File: src/rtl/sema_pkg.sv
// Package: shared defaults for the lock bank.
// Assumes the stride is a power of two, so the decode reduces to shifts and masks.
package sema_pkg;
    localparam int SEMA_NUM_FN_DEF  = 8;
    localparam int SEMA_NUM_REQ_DEF = 2;
    localparam int SEMA_ADDR_W_DEF  = 16;
    localparam int SEMA_DATA_W_DEF  = 32;
    localparam int SEMA_BASE_DEF    = 32'h0100;
    localparam int SEMA_STRIDE_DEF  = 4;
    localparam int SEMA_BUSY_BIT    = 0;
endpackage

File: src/rtl/sema_decode.sv
// Module: maps one requester's byte address to a lock index.
// Assumes STRIDE is a power of two and BASE_ADDR is aligned to it.
module sema_decode #(
    parameter int                NUM_FN    = 8,
    parameter int                ADDR_W    = 16,
    parameter int                STRIDE    = 4,
    parameter logic [ADDR_W-1:0] BASE_ADDR = 16'h0100,
    parameter int                IDX_W     = 3
) (
    input  logic [ADDR_W-1:0] addr,
    output logic              hit,
    output logic [IDX_W-1:0]  idx
);
    logic [ADDR_W-1:0] offset;
    logic [ADDR_W-1:0] slot_num;
    logic              unused_hi;

    // Offset from base, slot number and in-range test.
    always_comb begin
        offset    = addr - BASE_ADDR;
        slot_num  = offset / ADDR_W'(STRIDE);
        hit       = (addr >= BASE_ADDR) &&
                    ((offset % ADDR_W'(STRIDE)) == '0) &&
                    (slot_num < ADDR_W'(NUM_FN));
        idx       = slot_num[IDX_W-1:0];
        unused_hi = ^slot_num;
    end
endmodule

File: src/rtl/sema_slot.sv
// Module: resolves one lock's same-cycle accesses.
// Writes apply first. Reads then follow in ascending requester order, and
// each reader sees the flag as the lower-indexed readers left it.
module sema_slot #(
    parameter int NUM_REQ = 2
) (
    input  logic               busy_q,
    input  logic [NUM_REQ-1:0] rd_sel,
    input  logic [NUM_REQ-1:0] wr_sel,
    output logic [NUM_REQ-1:0] grant,
    output logic [NUM_REQ-1:0] seen,
    output logic               busy_d
);
    logic taken;

    // Walk the readers in priority order over the post-write flag.
    always_comb begin
        taken = busy_q & ~(|wr_sel);
        for (int i = 0; i < NUM_REQ; i++) begin
            seen[i]  = taken;
            grant[i] = rd_sel[i] & ~taken;
            taken    = taken | rd_sel[i];
        end
        busy_d = taken;
    end
endmodule

File: src/rtl/sema_bank.sv
// Module: bank of read-to-take lock flags, one per function, shared by
// NUM_REQ register ports. A read returns the prior flag and sets it. A write frees it.
// Assumes at most one owner per lock by protocol; the bank does not check who writes.
module sema_bank
    import sema_pkg::*;
#(
    parameter int                NUM_FN    = SEMA_NUM_FN_DEF,
    parameter int                NUM_REQ   = SEMA_NUM_REQ_DEF,
    parameter int                ADDR_W    = SEMA_ADDR_W_DEF,
    parameter int                DATA_W    = SEMA_DATA_W_DEF,
    parameter int                STRIDE    = SEMA_STRIDE_DEF,
    parameter logic [ADDR_W-1:0] BASE_ADDR = ADDR_W'(SEMA_BASE_DEF),
    parameter int                BUSY_BIT  = SEMA_BUSY_BIT
) (
    input  logic                      clk,
    input  logic                      rst_n,
    input  logic [NUM_REQ-1:0]        req_rd,
    input  logic [NUM_REQ-1:0]        req_wr,
    input  logic [NUM_REQ*ADDR_W-1:0] req_addr,
    output logic [NUM_REQ-1:0]        req_rvalid,
    output logic [NUM_REQ*DATA_W-1:0] req_rdata
);
    localparam int IDX_W = (NUM_FN > 1) ? $clog2(NUM_FN) : 1;

    logic [NUM_REQ-1:0]                hit;
    logic [NUM_REQ-1:0][IDX_W-1:0]     idx;
    logic [NUM_FN-1:0][NUM_REQ-1:0]    rd_sel;
    logic [NUM_FN-1:0][NUM_REQ-1:0]    wr_sel;
    logic [NUM_FN-1:0][NUM_REQ-1:0]    grant;
    logic [NUM_FN-1:0][NUM_REQ-1:0]    seen;
    logic [NUM_FN-1:0]                 busy_q;
    logic [NUM_FN-1:0]                 busy_d;
    logic [NUM_REQ-1:0]                ret_bit;

    genvar r, f;
    generate
        for (r = 0; r < NUM_REQ; r++) begin : g_dec
            sema_decode #(
                .NUM_FN(NUM_FN), .ADDR_W(ADDR_W), .STRIDE(STRIDE),
                .BASE_ADDR(BASE_ADDR), .IDX_W(IDX_W)
            ) u_dec (
                .addr(req_addr[r*ADDR_W +: ADDR_W]),
                .hit (hit[r]),
                .idx (idx[r])
            );
        end
        for (f = 0; f < NUM_FN; f++) begin : g_slot
            for (r = 0; r < NUM_REQ; r++) begin : g_sel
                // Route requester r's strobes to lock f when its address selects f.
                assign rd_sel[f][r] = req_rd[r] & hit[r] & (idx[r] == IDX_W'(f));
                assign wr_sel[f][r] = req_wr[r] & hit[r] & (idx[r] == IDX_W'(f));
            end
            sema_slot #(.NUM_REQ(NUM_REQ)) u_slot (
                .busy_q(busy_q[f]),
                .rd_sel(rd_sel[f]),
                .wr_sel(wr_sel[f]),
                .grant (grant[f]),
                .seen  (seen[f]),
                .busy_d(busy_d[f])
            );
        end
    endgenerate

    // Gather the flag value each requester's read observed.
    always_comb begin
        for (int i = 0; i < NUM_REQ; i++) begin
            ret_bit[i] = 1'b0;
            for (int j = 0; j < NUM_FN; j++) begin
                ret_bit[i] = ret_bit[i] | (rd_sel[j][i] & seen[j][i]);
            end
        end
    end

    // Lock flags: cleared by reset, otherwise take the resolved next state.
    always_ff @(posedge clk) begin
        if (!rst_n) busy_q <= '0;
        else        busy_q <= busy_d;
    end

    // Response registers: valid and data one cycle after the read strobe.
    always_ff @(posedge clk) begin
        if (!rst_n) begin
            req_rvalid <= '0;
            req_rdata  <= '0;
        end else begin
            req_rvalid <= req_rd;
            for (int i = 0; i < NUM_REQ; i++) begin
                req_rdata[i*DATA_W +: DATA_W] <= DATA_W'(ret_bit[i]) << BUSY_BIT;
            end
        end
    end
endmodule

File: config.mk
export PLATFORM = sky130hd
export DESIGN_NAME = sema_bank
export DESIGN_NICKNAME = d
export VERILOG_FILES = /design/src/rtl/sema_pkg.sv /design/src/rtl/sema_decode.sv /design/src/rtl/sema_slot.sv /design/src/rtl/sema_bank.sv
export SDC_FILE = /design/constraint.sdc
export NUM_CORES = 1
export LEC_CHECK = 0
export BUFFER_PORTS_ARGS = -buffer_cell sky130_fd_sc_hd__buf_2
export CORE_ASPECT_RATIO = 0.6
export CORE_MARGIN = 2
export CORE_UTILIZATION = 30
export CTS_CLUSTER_DIAMETER = 80
export CTS_CLUSTER_SIZE = 10
export DETAILED_ROUTE_END_ITERATION = 16
export PLACE_DENSITY_LB_ADDON = 0.1
export SYNTH_ARGS = -nofsm -noshare
export SYNTH_HDL_FRONTEND = slang
export SYNTH_SLANG_ARGS = --single-unit
File: constraint.sdc
create_clock -name clk -period 3.8 [get_ports clk]
set_clock_uncertainty 0.15 [all_clocks]
set_input_delay 0.95 -clock clk [delete_from_list [all_inputs] [get_ports clk]]
set_output_delay 0.95 -clock clk [all_outputs]
set_load 0.05 [all_outputs]
### After elaboration in Yosys (flattened, before gate mapping)

Cells that the tools add are included.

* register bits after elaboration: 74
* input port bits: 38
* output and inout bits: 66
* word-level logic and storage cells: 138

* add/sub/neg operators: 2
* $lt $le $gt $ge: 4
* equality and inequality tests: 14
* bitwise logic cells: 98
* reduce and logical (&&, ||, !) cells: 16

Operators by type and width (number)
* $and 1x1->1: 60
* $ge 16x9->1 const B: 2
* $logic_not 16->1: 2
* $sub 16x9->16 const B: 2
* $or 1x1->1: 30
* $lt 14x4->1 const B: 2
* $eq 3x3->1 const B: 8
* $reduce_or 2->1: 8
* $eq 3x2->1 const B: 4
* $not 1->1: 8
* $eq 3x1->1 const B: 2
* $logic_not 3->1: 2
* $logic_and 1x1->1: 4

### Logic depth before layout (Yosys ltp)

Gate-level depths: netlist (run 1).

* depth after elaboration: 18
* mapped depth: 7

### Modules after synthesis

From an unflattened synthesis (run 1), not the netlist that was laid out.

* cells, all modules: 218
* area total of the unflattened synthesis: 1670.4 µm²

By module, submodules not included
* sema_bank: instances 1, cells an instance 162, area each 1199.9 µm², seq. area each 240.2 µm²
* sema_slot: instances 8, cells an instance 5, area each 45.0 µm², seq. area each 0.0 µm²
* sema_decode: instances 2, cells an instance 8, area each 55.1 µm², seq. area each 0.0 µm²

### Worst setup path before layout (run 1)

Ideal clock, no wire load.

* path kind: input to register
* start: input req_addr[17]
* end: register req_rdata[0]
* setup time: 117 ps
* arrival time: 2216 ps
* data required time: 3533 ps
* path slack: 1317 ps
* cell stages on the path: 5
* buffers on the path: 0
* cell sequence: nor4_4 -> nand4_2 -> o211a_1 -> a311o_1 -> a32o_1

* word-level cells in the longest chain between the ends: 17
* elaborated cells on any way between the ends: 62
* those cells by class: add/sub (1); order compare (2); eq/ne (7); bitwise (40); reduce/logical (12)

RTL lines
* from (decl): RTL line sema_bank.sv:19 `input logic [NUM_REQ*ADDR_W-1:0] req_addr,`
* branches (longest 16 deep; another with $sub 16x9->16)
* $or 1x1->1 *: RTL line sema_bank.sv:69 `ret_bit[i] = ret_bit[i] | (rd_sel[j][i] & seen[j][i]);`
* to (signal, indexed assignment): RTL line sema_bank.sv:88 `req_rdata[i*DATA_W +: DATA_W] <= DATA_W'(ret_bit[i]) << BUSY_BIT;`
* to (decl): RTL line sema_bank.sv:21 `output logic [NUM_REQ*DATA_W-1:0] req_rdata`

Every way passes the cells marked *.
A chain may end at the register's enable or synchronous reset.

### Worst setup path after layout (run 1)

* start: input req_addr[29]
* end: register req_rdata[0]

* word-level cells in the longest chain between the ends: 16
* elaborated cells on any way between the ends: 53
* those cells by class: add/sub (1); order compare (2); bitwise (40); reduce/logical (10)

RTL lines
* $sub 16x9->16 or $ge 16x9->1 (tied branches): RTL line sema_decode.sv:20, sema_decode.sv:22
* $lt 14x4->1 or $logic_and 1x1->1 (tied branches): RTL line sema_decode.sv:24, sema_decode.sv:22
* $logic_and 1x1->1 *: RTL line sema_decode.sv:23 `((offset % ADDR_W'(STRIDE)) == '0) &&`
* $and 1x1->1 *: RTL line sema_bank.sv:51 `assign wr_sel[f][r] = req_wr[r] & hit[r] & (idx[r] == IDX_W'(f));`
* $and 1x1->1: RTL line sema_bank.sv:51
* $reduce_or 2->1: RTL line sema_slot.sv:18 `taken = busy_q & ~(|wr_sel);`
* $not 1->1: RTL line sema_slot.sv:18
* $and 1x1->1: RTL line sema_slot.sv:18
* $and 1x1->1: RTL line sema_bank.sv:69
* $or 1x1->1 (6 in a row): RTL line sema_bank.sv:69
* $or 1x1->1 *: RTL line sema_bank.sv:69

Mark *: on every way between the ends. The rest lies on a longest branch, timed or not.

==> results of run 1 <==
path summary, 6_finish.rpt:
check	start	end	cells past startpoint
max	req_addr[29]	req_rdata[0]$_SDFF_PN0_	6
min	busy_q[3]$_SDFF_PN0_	busy_q[3]$_SDFF_PN0_	2
max reg2reg	busy_q[3]$_SDFF_PN0_	req_rdata[32]$_SDFF_PN0_	5
min reg2reg	busy_q[3]$_SDFF_PN0_	busy_q[3]$_SDFF_PN0_	2
where the power goes:
group          switching [W]  leakage [nW]  internal, W  total [W]
Clock              0.0000549        0.0288    0.0000919   0.000147
Sequential       0.000000188        0.0972     0.000127   0.000127
Combinational       0.000177         0.581    0.0000277   0.000204
Yosys cell counts, types with 3 or more instances:
cell / instances
a21boi_0: 5
a21oi_1: 7
a22oi_1: 4
and2_1: 3
buf_4: 62
clkbuf_1: 7
dfxtp_1: 12
nand2_1: 6
nand2b_1: 5
nand3b_1: 3
nand4_1: 5
nor2_1: 5
nor2b_1: 4
nor3_1: 4
nor3b_1: 4
o211ai_1: 5
o21a_1: 4
o21ai_0: 6
o22ai_1: 3
xor2_1: 3
cell type report:
type,count,area (µm²),share of cell area
multi-input combinational,175,1050,0.641
sequential,12,240,0.146
timing repair buffer,41,205,0.125
tap,66,82.6,0.0503
clock buffer,4,55.1,0.0335
inverter,2,7.51,0.00457
logic make-up (layout without fill, tap and decap cells):
kind of cell | after synthesis | count (layout) | synth area share
buffers and inverters | 72 | 47 | 0.321
AND/OR/NAND/NOR | 57 | 57 | 0.257
AO/OA/AOI/OAI | 52 | 52 | 0.243
flip-flops | 12 | 12 | 0.153
XOR/XNOR | 3 | 3 | 0.0168
other | 1 | 62 | 0.00239
multiplexers | 1 | 1 | 0.00639
critical path: cells and delay by family:
family	cells	cell delay, ns
AO/OA/AOI/OAI	3	0.98
buffers and inverters	1	0.11
AND/OR/NAND/NOR	2	0.73
flip-flops by register name (all words and copies together) (netlist names):
signal and count:
busy_q 8, req_rdata 2, req_rvalid 2
layer usage:
layer	GRT usage	routed length (µm)	vias to the layer above
met3	0.0503	577	6
met5	0	0	-
met1	0.216	1930	661
li1	-	-	688
met4	0.0179	26	0
met2	0.177	1490	97
per-stage QoR:
stage,cells,hold slack (ns),setup slack [ns]
6_report,300,0.376,1.02
5_1_grt,300,0.390,0.865
4_1_cts,300,0.366,1.06
3_5_place_dp,296,0.358,0.788
3_3_place_gp,296,0.356,0.783
2_1_floorplan,259,0.301,1.32
==> qor.yml, run 1 <==
floorplanning:
  floorplan.die_area_um2: 5830
  core_region_area_um2: 5050
  ios: 104
  num_rows: 20
  die_h_um: 60.0
  start_util: 0.310
  overall_die_width_um: 97.3
setup_path:
  critical_path_class: "input pin to register"
  timing.critical_path.cells: "buf_2 -> nor4_4 -> nand4_1 -> o41ai_1 -> o311ai_0 -> a32o_1"
  cp.required_ns: 3.79
  end_kind: "register"
  critPathMaxFanout: 6
  arrival_ns: 2.77
  crit_slowest_cell: "o41ai_1"
  timing.critical_path.slowest_cell_delay_ns: 0.53
  timing.critical_path.from_type: "input pin"
  rrSetupSlack_ns: 2.35
pwr:
  power_w: 0.000478
  total_leakage_power_nw: 0.707
  power_density_nw_per_um2: 291
  power.ir.vdd_worst_mv: 0.0822
global_routing:
  grt_max_degree: 19
  grt_pass1_vias: 1203
  grt_util_all_layers: 0.138
  grt_first_pass_wirelength_um: 6270
  grt-ovfl-total: 0
  grt_antenna_before_repair: 0
clock_tree:
  h-tree-depth: 1
  max-clock-path-buffers: 2
  number_of_sinks_on_the_clock_net: 12
  cts_tree: "done"
  cts_inserted_buffers: 3
  ctsResizeCount: 0
  insertion_delay_ns: 0.25
  post_cts_buffers: 0
  cts_hold_buffers: 0
  clkTransAtPathRegs_ns: 0.05
  root_buffer_cell: "clkbuf_8"
yosys:
  synth.top_cells.by_area: "buf_4, dfxtp_1, nor4_4"
  cell_accounting_for_the_most_synthesized_area: "buf_4"
  register_bit_total_from_synthesis: 12
  synth_area_per_cell_um2: 7.91
  synth-async-reset-ratio: 0
  most_frequently_used_flop_master_after_synthesis: "dfxtp_1"
  post_synth_num_cell_types: 52
  synthesis.instances: 198
  synth-seq-area-share: 0.153
  post_synth_edffs: 0
  synth_area_um2: 1570
  yosysTopAreaCellShare: 0.297
  ys_warn_count: 0
placement:
  post_place_instance_area_um2: 1590
  placement.io_buffers: 41
  gp_congestion: 0.867
  hpwlAfterDp_um: 3250
flow_run:
  maxCapViolations: 0
layout:
  layout.nets: 273
  finish.instance_area_um2: 1640
  n_antenna_cell: 0
  final_cell_mix: "conb_1, buf_2, dfxtp_1, a21oi_1"
  flow.area_growth_from_synthesis_pct: 4.87
  final_core_util: 0.325
  layout_cell_share_with_drive_strength_beyond_1: 0.218
  fill_cells: 559
  layout.cells.most_common: "conb_1"
timing:
  final_report_max_slew_violation_count: 0
  unrepaired_setup_endpoints_after_global_routing: "false"
  finalHoldViolations: 0
  post-route-min-period_ns: 2.78
  max_freq_ghz: 0.359
  slew-limit-headroom: 0.666
  tightestPinTransition_ns: 0.495
  fraction_of_the_cycle_the_final_worst_path_needs: 0.732
  setup_total_negative_slack_ns: 0
  report.final.setup_viol: 0
drt:
  drt-total-wl_um: 4020
  drt_iter0_markers: 160
  vias_per_cell: 4.84
  drt-pass1-iter-count: 4
  detail-route-antenna-nets: 0
  remaining_drc_errors: 0
  dr_total_vias: 1452
  avgRoutedWirePerCell_um: 13.4
hold_path:
  holdCritPathClass: "register to register"
status:
  run_status: "finished clean"
No activity file was read; power rests on OpenSTA's default activity.
==> run 2, diff against run 1 <==
==> constraint.sdc (replaced) <==
create_clock -name clk -period 2.91 [get_ports clk]
set_clock_uncertainty 0.15 [all_clocks]
set_input_delay 0.7275 -clock clk [delete_from_list [all_inputs] [get_ports clk]]
set_output_delay 0.7275 -clock clk [all_outputs]
set_load 0.05 [all_outputs]
==> qor.yml, run 2 (synthesis gave the netlist of run 1 again) <==
setup_path:
  r2r_cells: 5
  critical_path_class: "input pin to register"
  timing.critical_path.from_type: "input pin"
  rrSetupSlack_ns: 1.43
  crit_buf_inv: 1
  timing.rr.start: "busy_q[3]$_SDFF_PN0_"
  cp.required_ns: 2.89
  r2r-end: "req_rdata[32]$_SDFF_PN0_"
  crit_slowest_cell: "o41ai_1"
  crit_family: "compound AO/OA/AOI/OAI gates"
  timing.critical_path.cells: "buf_2 -> nor4_4 -> nand4_1 -> o41ai_1 -> o311ai_0 -> a32o_1"
  critPathMaxFanout: 6
  end_kind: "register"
  arrival_ns: 2.48
  timing.critical_path.slowest_cell_delay_ns: 0.51
placement:
  gp_congestion: 0.943
  hpwlAfterDp_um: 3290
  placement.io_buffers: 41
layout:
  fill_cells: 546
  register_containing_the_most_flip_flops_in_the_final_layout: "busy_q"
  final_core_util: 0.332
  multi_input_area_um2: 1050
  sequential_cell_area_um2: 240
  number_of_flip_flops_in_the_largest_register: 8
  n_antenna_cell: 0
  layout.nets: 278
  layout_cell_share_with_drive_strength_beyond_1: 0.234
  layout.cells.most_common: "conb_1"
  flow.area_growth_from_synthesis_pct: 7.27
  largest_registers_in_the_final_layout: "busy_q (8), req_rdata (2), req_rvalid (2)"
  final_cell_mix: "conb_1, buf_2, dfxtp_1, a21oi_1"
clock_tree:
  cts_inserted_buffers: 3
  post_cts_buffers: 0
  h-tree-depth: 1
  root_buffer_cell: "clkbuf_8"
  max-clock-path-buffers: 2
  cts_tree: "done"
  clkTransAtPathRegs_ns: 0.05
  ctsResizeCount: 0
  insertion_delay_ns: 0.25
  number_of_sinks_on_the_clock_net: 12
  cts_hold_buffers: 0
pwr:
  share_seq_of_total_power: 0.266
  power.combinational.fraction: 0.432
  switchingPower_w: 0.000301
  power.ir.vdd_worst_mv: 0.127
  total_leakage_power_nw: 0.730
  power_density_nw_per_um2: 371
  internal_power_w: 0.000323
  netSwitchingFraction: 0.482
  p_clk_frac: 0.302
floorplanning:
  core_region_area_um2: 5050
  num_rows: 20
  start_util: 0.310
  die_h_um: 60.0
  ios: 104
  overall_die_width_um: 97.3
  floorplan.die_area_um2: 5830
timing:
  unrepaired_setup_endpoints_after_global_routing: "false"
  final_report_max_slew_violation_count: 0
  setup_total_negative_slack_ns: 0
  max_freq_ghz: 0.400
  fraction_of_the_cycle_the_final_worst_path_needs: 0.859
  report.final.setup_viol: 0
  post-route-min-period_ns: 2.50
  finalHoldViolations: 0
global_routing:
  grt_first_pass_wirelength_um: 6150
  grt_max_degree: 19
  grt_util_all_layers: 0.135
  grt_pass1_vias: 1166
  grt_antenna_before_repair: 0
  grt-ovfl-total: 0
drt:
  drt-pass1-iter-count: 4
  vias_per_cell: 4.76
  dr_total_vias: 1453
  remaining_drc_errors: 0
  avgRoutedWirePerCell_um: 13.3
  detail-route-antenna-nets: 0
  drt-total-wl_um: 4050
  drt_iter0_markers: 148
hold_path:
  min-delay-start: "busy_q[3]$_SDFF_PN0_"
  holdCritPathClass: "register to register"
  holdPathStages: 2
  timing.hold.worst_endpoint: "busy_q[3]$_SDFF_PN0_"
flow_run:
  maxCapViolations: 0
status:
  run_status: "finished clean"
==> run 2: cell types whose count changed in the layout (fill, tap and decap cells not counted), sizes merged <==
cell,change
buf,+5
==> run 2: tightest hold or removal path: stages, from the launching register on <==
cell and delay [ns]:
dfxtp_1 0.32, nand2_1 0.05, a21boi_0 0.06
==> run 2: metal layers <==
metal	GRT usage	wire length, µm	vias to the layer above
met1	0.208	1930	663
li1	-	-	698
met3	0.0561	565	0
met5	0	0	-
met4	0.0218	0	0
met2	0.172	1550	92
==> run 2: layout make-up <==
class	instances	area share
multi-input combinational	175	0.626
tap	66	0.0491
sequential	12	0.143
clock buffer	4	0.0328
inverter	2	0.00447
timing repair buffer	46	0.144
==> run 2: through the flow <==
stage | power [W] | cells | worst slack, ns | instance area, µm² | hold slack (ns)
after global placement | 0.000439 | 301 | 0.161 | 1630 | 0.343
after floorplan | 0.000456 | 259 | 0.649 | 1800 | 0.301
after detailed placement | 0.000436 | 301 | 0.173 | 1630 | 0.331
final | 0.000624 | 305 | 0.412 | 1680 | 0.334
after CTS | 0.000629 | 305 | 0.418 | 1680 | 0.339
after global routing | 0.000651 | 305 | 0.285 | 1680 | 0.381
==> run 2: worst max path at each step <==
| stage | startpoint | end | depth (start not counted) |
|---|---|---|---|
| 5_1_grt | req_addr[17] | req_rdata[0]$_SDFF_PN0_ | 6 |
| 6_report | req_addr[17] | req_rdata[0]$_SDFF_PN0_ | 6 |
| 4_1_cts | req_addr[29] | req_rdata[0]$_SDFF_PN0_ | 6 |
| 2_1_floorplan | req_addr[17] | req_rdata[0]$_SDFF_PN0_ | 5 |
| 3_5_place_dp | req_addr[29] | req_rdata[0]$_SDFF_PN0_ | 6 |
| 3_3_place_gp | req_addr[29] | req_rdata[0]$_SDFF_PN0_ | 6 |
==> run 2: power by group through the flow <==
stage               Sequential [W]  Clock (W)  Combinational (W)
finish                    0.000166   0.000189           0.000269
global route              0.000166   0.000201           0.000283
CTS                       0.000166   0.000196           0.000267
detailed placement        0.000170          0           0.000267
global placement          0.000170          0           0.000270
floorplan                 0.000175          0           0.000281
==> run 3, diff against run 2 <==
--- a/config.mk
+++ b/config.mk
@@ -9,6 +9,7 @@
 export CORE_ASPECT_RATIO = 0.6
 export CORE_MARGIN = 2
 export CORE_UTILIZATION = 30
+export CTS_BUF_LIST = sky130_fd_sc_hd__clkbuf_16
 export CTS_CLUSTER_DIAMETER = 80
 export CTS_CLUSTER_SIZE = 10
 export DETAILED_ROUTE_END_ITERATION = 16
==> qor.yml, run 3 (synthesis gave the netlist of run 1 again) <==
status:
  run_status: "finished clean"
floorplanning:
  num_rows: 20
  ios: 104
  die_h_um: 60.0
  overall_die_width_um: 97.3
  core_region_area_um2: 5050
  start_util: 0.310
  floorplan.die_area_um2: 5830
flow_run:
  maxCapViolations: 0
drt:
  detail-route-antenna-nets: 0
  drt_iter0_markers: 157
  avgRoutedWirePerCell_um: 13.3
  route.met3.wl_um: 496
  met2WireLength_um: 1570
  drt-pass1-iter-count: 4
  vias_per_cell: 4.75
  highest-signal-layer: "met4"
  detail_route.wirelength.met1_um: 1980
  drt-total-wl_um: 4050
  remaining_drc_errors: 0
  dr_total_vias: 1448
timing:
  report.final.setup_viol: 0
  max_freq_ghz: 0.402
  setup_total_negative_slack_ns: 0
  fraction_of_the_cycle_the_final_worst_path_needs: 0.855
  unrepaired_setup_endpoints_after_global_routing: "false"
  finalHoldViolations: 0
  worst_hold_slack_ns: 0.332
  post-route-min-period_ns: 2.49
  final_report_max_slew_violation_count: 0
clock_tree:
  clkTransAtPathRegs_ns: 0.04
  number_of_sinks_on_the_clock_net: 12
  post_cts_buffers: 0
  max-clock-path-buffers: 2
  ctsResizeCount: 0
  insertion_delay_ns: 0.24
  cts_hold_buffers: 0
  h-tree-depth: 1
  cts_inserted_buffers: 3
  cts_tree: "done"
  root_buffer_cell: "clkbuf_16"
hold_path:
  timing.hold.worst_endpoint: "busy_q[3]$_SDFF_PN0_"
  min-delay-start: "busy_q[3]$_SDFF_PN0_"
  holdPathStages: 2
  holdCritPathClass: "register to register"
placement:
  hpwlAfterDp_um: 3290
  placement.io_buffers: 41
  gp_congestion: 0.943
layout:
  flow.area_growth_from_synthesis_pct: 8.79
  final_cell_mix: "conb_1, buf_2, dfxtp_1, a21oi_1"
  layout.cells.most_common: "conb_1"
  register_containing_the_most_flip_flops_in_the_final_layout: "busy_q"
  n_antenna_cell: 0
  number_of_flip_flops_in_the_largest_register: 8
  layout_cell_share_with_drive_strength_beyond_1: 0.230
  layout.nets: 278
  largest_registers_in_the_final_layout: "busy_q (8), req_rdata (2), req_rvalid (2)"
global_routing:
  grt_antenna_before_repair: 0
  grt_util_all_layers: 0.136
  grt_max_degree: 19
  grt-ovfl-total: 0
  grt_first_pass_wirelength_um: 6160
  grt_pass1_vias: 1178
setup_path:
  rrSetupSlack_ns: 1.45
  timing.critical_path.from_type: "input pin"
  r2r_cells: 5
  end_kind: "register"
  critPathMaxFanout: 6
  cp.required_ns: 2.89
  arrival_ns: 2.47
  timing.rr.start: "busy_q[3]$_SDFF_PN0_"
  critical_path_class: "input pin to register"
  r2r-end: "req_rdata[32]$_SDFF_PN0_"
pwr:
  total_leakage_power_nw: 0.739
  power_density_nw_per_um2: 407
  power.ir.vdd_worst_mv: 0.197
[run 3: cell types whose count changed in the layout (fill, tap and decap cells not counted)]
cell,before,now
clkbuf_8,4,0
clkinv_1,0,1
clkbuf_16,0,3
[run 3: worst max-delay path by stage]
| stage | start | endpoint | slack (ns) | cells past startpoint |
|---|---|---|---|---|
| after global routing | req_addr[17] | req_rdata[0]$_SDFF_PN0_ | 0.28 | 6 |
| after detailed placement | req_addr[29] | req_rdata[0]$_SDFF_PN0_ | 0.17 | 6 |
| after global placement | req_addr[29] | req_rdata[0]$_SDFF_PN0_ | 0.16 | 6 |
| after floorplan | req_addr[17] | req_rdata[0]$_SDFF_PN0_ | 0.65 | 5 |
| after CTS | req_addr[29] | req_rdata[0]$_SDFF_PN0_ | 0.41 | 6 |
| final | req_addr[17] | req_rdata[0]$_SDFF_PN0_ | 0.42 | 6 |
[run 3: final cells by class]
| class | instances | area (µm²) |
|---|---|---|
| fill | 545 | 3350 |
| multi-input combinational | 175 | 1050 |
| timing repair buffer | 46 | 243 |
| sequential | 12 | 240 |
| tap | 66 | 82.6 |
| clock buffer | 3 | 75.1 |
| inverter | 2 | 7.51 |
| clock inverter | 1 | 3.75 |
[run 3: through the flow]
stage / area (µm²) / total power (W) / utilization / setup WS (ns) / instances
floorplan: 1800 / 0.000456 / - / 0.649 / 259
global placement: 1630 / 0.000439 / 0.322 / 0.161 / 301
detailed placement: 1630 / 0.000436 / 0.322 / 0.173 / 301
CTS: 1700 / 0.000701 / 0.337 / 0.414 / 305
global route: 1700 / 0.000723 / 0.337 / 0.280 / 305
finish: 1700 / 0.000694 / 0.337 / 0.423 / 305
[run 3: routing by layer]
layer / vias to the layer above / GRT usage
met3: 2 / 0.0573
met1: 651 / 0.205
met4: 0 / 0.0317
met5: - / 0
met2: 95 / 0.174
li1: 700 / -
[run 3: critical path, stage by stage]
cell      delay [ns]
buf_2           0.11
nor4_4          0.35
nand4_1         0.34
o41ai_1         0.50
o311ai_0        0.19
a32o_1          0.24
[run 3: where the power goes]
| group | internal [W] | total, W | switching, W |
|---|---|---|---|
| registers | 0.000166 | 0.000167 | 0.000000250 |
| clock network | 0.000181 | 0.000259 | 0.0000771 |
| logic | 0.0000377 | 0.000269 | 0.000232 |
